$ cat config.mk
export PLATFORM = sky130hd
export DESIGN_NAME = pseq_engine
export DESIGN_NICKNAME = d
export VERILOG_FILES = /design/src/rtl/pseq_pkg.sv /design/src/rtl/pseq_ram.sv /design/src/rtl/pseq_launch_sel.sv /design/src/rtl/pseq_beat_ctr.sv /design/src/rtl/pseq_engine.sv
export SDC_FILE = /design/constraint.sdc
export NUM_CORES = 1
export LEC_CHECK = 0
export BUFFER_PORTS_ARGS = -buffer_cell sky130_fd_sc_hd__buf_4
export CAP_MARGIN = 15
export CORE_UTILIZATION = 55
export DETAILED_ROUTE_END_ITERATION = 8
export PLACE_DENSITY_LB_ADDON = 0.12
export SLEW_MARGIN = 20
export SYNTH_ARGS = -nofsm -noshare
export SYNTH_HDL_FRONTEND = slang
export SYNTH_SLANG_ARGS = --single-unit
$ cat constraint.sdc
create_clock -name clk -period 6 [get_ports clk]
set_input_delay 0.3 -clock clk [delete_from_list [all_inputs] [get_ports clk]]
set_output_delay 0.3 -clock clk [all_outputs]
set_load 0.005 [all_outputs]
$ cat src/rtl/pseq_pkg.sv
`timescale 1ns/1ps
package pseq_pkg;
   // fixed routine entry points
   localparam logic [5:0] ENTRY_RD_ONE  = 6'h00;
   localparam logic [5:0] ENTRY_RD_BST  = 6'h08;
   localparam logic [5:0] ENTRY_WR_ONE  = 6'h18;
   localparam logic [5:0] ENTRY_WR_BST  = 6'h20;
   localparam logic [5:0] ENTRY_REFRESH = 6'h30;
   localparam logic [5:0] ENTRY_EXCEPT  = 6'h3C;

   localparam logic [1:0] OPC_RUN = 2'b11;

   typedef enum logic [1:0] {
      PW_BYTE  = 2'b00,
      PW_HALF  = 2'b01,
      PW_WORD  = 2'b10,
      PW_WORDX = 2'b11
   } port_w_e;
endpackage

$ cat src/rtl/pseq_ram.sv
`timescale 1ns/1ps
module pseq_ram #(
   parameter int unsigned ADDR_W = 6,
   parameter int unsigned WORD_W = 10
) (
   input  logic              clk,
   input  logic              wr_en,
   input  logic [ADDR_W-1:0] wr_addr,
   input  logic [WORD_W-1:0] wr_data,
   input  logic [ADDR_W-1:0] rd_addr,
   output logic [WORD_W-1:0] rd_data
);
   localparam int unsigned DEPTH = 1 << ADDR_W;

   logic [WORD_W-1:0] mem [DEPTH];

   always_ff @(posedge clk) begin
      if (wr_en) mem[wr_addr] <= wr_data;
   end

   // combinational read: one pattern word per clock with no bubble
   assign rd_data = mem[rd_addr];
endmodule

$ cat src/rtl/pseq_launch_sel.sv
`timescale 1ns/1ps
module pseq_launch_sel
   import pseq_pkg::*;
#(
   parameter int unsigned ADDR_W      = 6,
   parameter int unsigned BEAT_W      = 6,
   parameter int unsigned BURST_BYTES = 32
) (
   input  logic              timeout,
   input  logic              rfsh_req,
   input  logic              cmd_valid,
   input  logic [1:0]        cmd_op,
   input  logic [ADDR_W-1:0] cmd_index,
   input  logic              mem_req,
   input  logic              mem_wr,
   input  logic              mem_burst,
   input  logic [1:0]        port_w,
   output logic              launch,
   output logic              launch_exc,
   output logic [ADDR_W-1:0] start_addr,
   output logic [BEAT_W-1:0] beat_init
);
   function automatic logic [BEAT_W-1:0] burst_len(input logic [1:0] pw);
      case (port_w_e'(pw))
         PW_BYTE: burst_len = BEAT_W'(BURST_BYTES);
         PW_HALF: burst_len = BEAT_W'(BURST_BYTES / 2);
         default: burst_len = BEAT_W'(BURST_BYTES / 4);
      endcase
   endfunction

   always_comb begin
      launch     = 1'b1;
      launch_exc = 1'b0;
      start_addr = '0;
      beat_init  = BEAT_W'(1);
      if (timeout) begin
         launch_exc = 1'b1;
         start_addr = ADDR_W'(ENTRY_EXCEPT);
      end else if (rfsh_req) begin
         start_addr = ADDR_W'(ENTRY_REFRESH);
      end else if (cmd_valid && cmd_op == OPC_RUN) begin
         start_addr = cmd_index;
      end else if (mem_req) begin
         case ({mem_wr, mem_burst})
            2'b00:   start_addr = ADDR_W'(ENTRY_RD_ONE);
            2'b01:   start_addr = ADDR_W'(ENTRY_RD_BST);
            2'b10:   start_addr = ADDR_W'(ENTRY_WR_ONE);
            default: start_addr = ADDR_W'(ENTRY_WR_BST);
         endcase
         if (mem_burst) beat_init = burst_len(port_w);
      end else begin
         launch = 1'b0;
      end
   end
endmodule

$ cat src/rtl/pseq_beat_ctr.sv
`timescale 1ns/1ps
module pseq_beat_ctr #(
   parameter int unsigned BEAT_W = 6
) (
   input  logic              clk,
   input  logic              rst_n,
   input  logic              busy,
   input  logic              load,
   input  logic [BEAT_W-1:0] load_val,
   input  logic              ack_hit,
   output logic              final_beat
);
   logic [BEAT_W-1:0] cnt_q;
   logic [BEAT_W-1:0] init_q;

   always_ff @(posedge clk or negedge rst_n) begin
      if (!rst_n) begin
         cnt_q  <= BEAT_W'(1);
         init_q <= BEAT_W'(1);
      end else if (load) begin
         cnt_q  <= load_val;
         init_q <= load_val;
      end else if (ack_hit) begin
         // rewind on the closing beat so a later sampling word gets a full count
         cnt_q <= (cnt_q == BEAT_W'(1)) ? init_q : cnt_q - BEAT_W'(1);
      end
   end

   assign final_beat = (cnt_q == BEAT_W'(1));


   beat_range_chk: assert property (@(posedge clk) disable iff (!rst_n)
      busy |-> (cnt_q != '0 && cnt_q <= init_q));
endmodule

$ cat src/rtl/pseq_engine.sv
`timescale 1ns/1ps
module pseq_engine
   import pseq_pkg::*;
#(
   parameter int unsigned CTRL_W      = 8,
   parameter int unsigned ADDR_W      = 6,
   parameter int unsigned BURST_BYTES = 32
) (
   input  logic                clk,
   input  logic                rst_n,
   input  logic                mem_req,
   input  logic                mem_wr,
   input  logic                mem_burst,
   input  logic [1:0]          port_size,
   input  logic                refresh_req,
   input  logic                cmd_valid,
   input  logic [1:0]          cmd_op,
   input  logic [ADDR_W-1:0]   cmd_index,
   input  logic                bmon_timeout,
   input  logic                xfer_ack,
   input  logic                load_en,
   input  logic [ADDR_W-1:0]   load_addr,
   input  logic [CTRL_W+1:0]   load_data,
   output logic                busy,
   output logic [ADDR_W-1:0]   cur_addr,
   output logic [CTRL_W-1:0]   ctrl_out,
   output logic                done,
   output logic                err
);
   localparam int unsigned WORD_W   = CTRL_W + 2;
   localparam int unsigned BIT_LAST = WORD_W - 1;
   localparam int unsigned BIT_ACK  = WORD_W - 2;
   localparam int unsigned BEAT_W   = $clog2(BURST_BYTES + 1);

   initial begin
      assert (ADDR_W >= 6) else $error("pattern RAM needs at least 64 words");
      assert (CTRL_W >= 1) else $error("control field must be non-empty");
      assert (BURST_BYTES >= 4 && BURST_BYTES % 4 == 0)
         else $error("burst size must be a multiple of four bytes");
   end

   logic                busy_q, in_exc_q, done_q, err_q;
   logic [ADDR_W-1:0]   pc_q;
   logic [WORD_W-1:0]   word;
   logic                w_last, w_ack;
   logic                launch, launch_exc;
   logic [ADDR_W-1:0]   start_addr;
   logic [BEAT_W-1:0]   beat_init;
   logic                final_beat;
   logic                preempt, ack_hit, step, finish;

   pseq_ram #(.ADDR_W(ADDR_W), .WORD_W(WORD_W)) u_ram (
      .clk     (clk),
      .wr_en   (load_en && !busy_q),
      .wr_addr (load_addr),
      .wr_data (load_data),
      .rd_addr (pc_q),
      .rd_data (word)
   );

   pseq_launch_sel #(
      .ADDR_W(ADDR_W), .BEAT_W(BEAT_W), .BURST_BYTES(BURST_BYTES)
   ) u_sel (
      .timeout    (bmon_timeout),
      .rfsh_req   (refresh_req),
      .cmd_valid  (cmd_valid),
      .cmd_op     (cmd_op),
      .cmd_index  (cmd_index),
      .mem_req    (mem_req),
      .mem_wr     (mem_wr),
      .mem_burst  (mem_burst),
      .port_w     (port_size),
      .launch     (launch),
      .launch_exc (launch_exc),
      .start_addr (start_addr),
      .beat_init  (beat_init)
   );

   assign w_last  = word[BIT_LAST];
   assign w_ack   = word[BIT_ACK];
   assign preempt = busy_q && bmon_timeout && !in_exc_q;
   assign ack_hit = busy_q && !preempt && w_ack && xfer_ack;
   assign step    = busy_q && !preempt && (!w_ack || (xfer_ack && final_beat));
   assign finish  = step && w_last;

   pseq_beat_ctr #(.BEAT_W(BEAT_W)) u_beats (
      .clk        (clk),
      .rst_n      (rst_n),
      .busy       (busy_q),
      .load       ((!busy_q && launch) || preempt),
      .load_val   (preempt ? BEAT_W'(1) : beat_init),
      .ack_hit    (ack_hit),
      .final_beat (final_beat)
   );

   always_ff @(posedge clk or negedge rst_n) begin
      if (!rst_n) begin
         busy_q   <= 1'b0;
         in_exc_q <= 1'b0;
         pc_q     <= '0;
         done_q   <= 1'b0;
         err_q    <= 1'b0;
      end else begin
         done_q <= finish;
         err_q  <= finish && in_exc_q;
         if (!busy_q) begin
            if (launch) begin
               busy_q   <= 1'b1;
               pc_q     <= start_addr;
               in_exc_q <= launch_exc;
            end
         end else if (preempt) begin
            pc_q     <= ADDR_W'(ENTRY_EXCEPT);
            in_exc_q <= 1'b1;
         end else if (finish) begin
            busy_q <= 1'b0;
         end else if (step) begin
            pc_q <= pc_q + ADDR_W'(1);
         end
      end
   end

   assign busy     = busy_q;
   assign cur_addr = pc_q;
   assign ctrl_out = busy_q ? word[CTRL_W-1:0] : '0;
   assign done     = done_q;
   assign err      = err_q;


   done_single_chk: assert property (@(posedge clk) disable iff (!rst_n)
      done |=> !done);

   err_needs_done_chk: assert property (@(posedge clk) disable iff (!rst_n)
      err |-> (done && !busy));

   timeout_divert_chk: assert property (@(posedge clk) disable iff (!rst_n)
      (busy_q && bmon_timeout && !in_exc_q) |=> (busy_q && pc_q == ADDR_W'(ENTRY_EXCEPT)));

   ack_hold_chk: assert property (@(posedge clk) disable iff (!rst_n)
      (busy_q && w_ack && !xfer_ack && !bmon_timeout) |=> (busy_q && $stable(pc_q)));

   plain_advance_chk: assert property (@(posedge clk) disable iff (!rst_n)
      (busy_q && !w_ack && !w_last && !bmon_timeout) |=> (busy_q && pc_q == $past(pc_q) + ADDR_W'(1)));

   busy_drop_chk: assert property (@(posedge clk) disable iff (!rst_n)
      (busy_q && !bmon_timeout && !w_last) |=> busy_q);
endmodule

==> impl_metrics.yaml <==
sta:
  slew_viol_final: 0
  finalCritPeriodShare_pct: 72.1
  worst_pin_slew_ps: 1100
  rsz0062_at_grt: "false"
  slew_headroom_pct: 26.6
  max_freq_ghz: 0.231
  min_period_ps: 4320
  final_hold_viol_count: 0
  fin_ws_ps: 1680
  setup_tns_ps: 0
  finClkSkew_ps: 16.1
  setup_viol: 0
global_routing:
  grt_overflow_total: 0
  grt_pass1_vias: 12600
  grt_pass1_wl_um: 86900
  grtUsageTotal_pct: 25.8
  antenna_found_initial: 3
  grt_start_max_net_pins: 65
floorplan:
  dieArea_um2: 48200
  chipHeight_um: 219
  coreArea_um2: 46600
  placementRows: 79
  io_pins: 53
  die_x_um: 219
  start_util_pct: 55.9
clocking:
  path_clk_slew_ps: 60
  cts_sinks: 660
  cts_inserted_buffers: 70
  h-tree-depth: 3
  clk_root_buffer_cell: "clkbuf_16"
  clk_path_buf_depth: 3
  tritoncts: "done"
  cts_resized: 0
  insertion_delay_ps: 590
yosys:
  seq_area_frac_synth_pct: 75.8
  synth_edf_count: 640
  yosysWarnings: 0
  synthArstFlopShare_pct: 3.03
  syn-num-nets: 1232
  syn-cell-area_um2: 26000
  postSynthAreaPerCell_um2: 21.8
  synthDominantCellAreaShare_pct: 73.9
  syn_inst: 1191
  synthFlopType: "edfxtp_1"
  ys_seq_elements: 660
  synth_top_area_cell: "edfxtp_1"
  synth_area_leaders: "edfxtp_1 74%, mux4_2 16%, dfrtp_1 1.7%, nor2_1 1.3%, buf_6 0.78%"
  ys_types: 60
place:
  hpwl_um: 34900
  routabilityCongestion: 0.811
  preCtsSetupSlack_ps: 2080
  port_buffers: 52
hold_path:
  hold_path.class: "input port to flip-flop"
setup_path:
  path_class: "flip-flop to output port"
  critPathMaxFanout: 60
  end_kind: "output port"
  critPathArrivalTime_ps: 4020
  cp.required_ps: 5700
  critPathLaunchType: "flip-flop"
power_and_ir_drop:
  power_leakage_uw: 0.00914
  peakVddDrop_v: 0.000278
  p_switching_uw: 3610
  comb_power_share_pct: 26.5
  p_per_area_nw_per_um2: 438
  clkPwrFrac_pct: 31.7
  intPower_uw: 9210
  switching_share_pct: 28.2
  finalPower_uw: 12800
  power.share.sequential_pct: 41.8
final_layout:
  final_cell_mix: "640 x edfxtp_1, 190 x mux4_2, 73 x clkbuf_16"
  final_common_cell: "edfxtp_1"
  area_growth_pct: 12.4
  regArea_um2: 19700
  fin_nets: 1322
  n_fill_cell: 3161
  multiInputGateArea_um2: 5940
  utilization_pct: 62.8
  n_antenna_cell: 0
  drive_gt1_share_pct: 29.7
flow_run:
  drv_cap: 0
route:
  dr.pass1.iters: 5
  ant_nets: 0
  via_per_inst: 6.43
  totalWireLength_um: 59200
  vias: 12400
  drtIter0Drc: 1152
  wl_per_cell_um: 30.6
  drc_errors: 0
status:
  outcome: "complete, no violations"
## metal layers
layer / share of wire, % / global-route usage, % / vias to the layer above
li1: - / - / 5183
met1: 43 / 38.5 / 6675
met2: 48 / 39.0 / 481
met3: 7.0 / 5.31 / 102
met4: 2.3 / 7.41 / 6
met5: 0.093 / 0 / -
## state kept, by name, indices dropped and copies added, names as in the netlist
signal          cells
err                 1
cur_addr            6
done                1
u_beats.init_q      4
in_exc_q            1
busy                1
u_beats.cnt_q       6
u_ram.mem         640
## kinds of logic (layout without fill, tap and decap cells)
group,count (synthesis),count (layout),synth area share (%)
multiplexers,215,215,17.4
XOR/XNOR,2,2,0.0674
flip-flops,660,660,75.8
adder cells (fa/ha/maj),5,5,0.241
buffers and inverters,67,205,1.53
AO/OA/AOI/OAI,63,63,1.69
AND/OR/NAND/NOR,179,179,3.19
## power by group through the flow
stage               combinational [uW]  sequential [uW]  clock, uW
finish                            3400             5360       4060
global route                      3610             5380       4290
CTS                               3450             5370       4120
detailed placement                3430             5460          0
global placement                  3410             5460          0
floorplan                         2500             5260          0
## critical path: stages, from the launching register on
cell     delay (ps)
dfrtp_4        1020
buf_4           540
mux4_2          440
mux4_2          530
mux4_2          460
and2_1          210
buf_4           150
## what timing repair did
item,in CTS,in global routing
hold buffers,5,0
setup buffers,0,0
hold endpoints to repair,25,0
## worst paths after layout
path	start	end	cells after the start	slack (ps)
setup / recovery	cur_addr[1]	ctrl_out[2]	6	1680
hold / removal	mem_req	busy	3	60
setup reg to reg	cur_addr[1]	cur_addr[0]	8	2070
hold reg to reg	u_beats.init_q[4]	u_beats.init_q[4]	2	480
max in group asynchronous	rst_n	u_beats.cnt_q[0]	2	5570
min in group asynchronous	rst_n	in_exc_q	2	150
## stage by stage
step	cells	cell area, um^2	hold slack, ps
after floorplan	1191	26000	4.41
after global placement	1811	27000	202
after detailed placement	1811	27000	199
after CTS	1936	29200	27.0
after global routing	1936	29200	41.0
final	1936	29200	56.2
## area by class of cell
| cell class | count | share of cell area, % |
|---|---|---|
| clock inverters | 34 | 0.911 |
| flip-flops and latches | 660 | 67.5 |
| repair buffers | 80 | 2.22 |
| clock buffers | 86 | 6.41 |
| inverters | 5 | 0.0642 |
| well taps | 607 | 2.60 |
| multi-input cells | 464 | 20.3 |
## Yosys cell counts, types with 9 or more instances
cell,number
mux2i_1,18
clkbuf_1,32
dfrtp_1,18
nand2_1,25
nand3_1,9
a21oi_1,10
edfxtp_1,640
mux4_2,190
nor2_1,90
o21ai_0,12
and2_1,10
buf_6,18
nor3_1,11
Power figures use the tool's default switching activity.
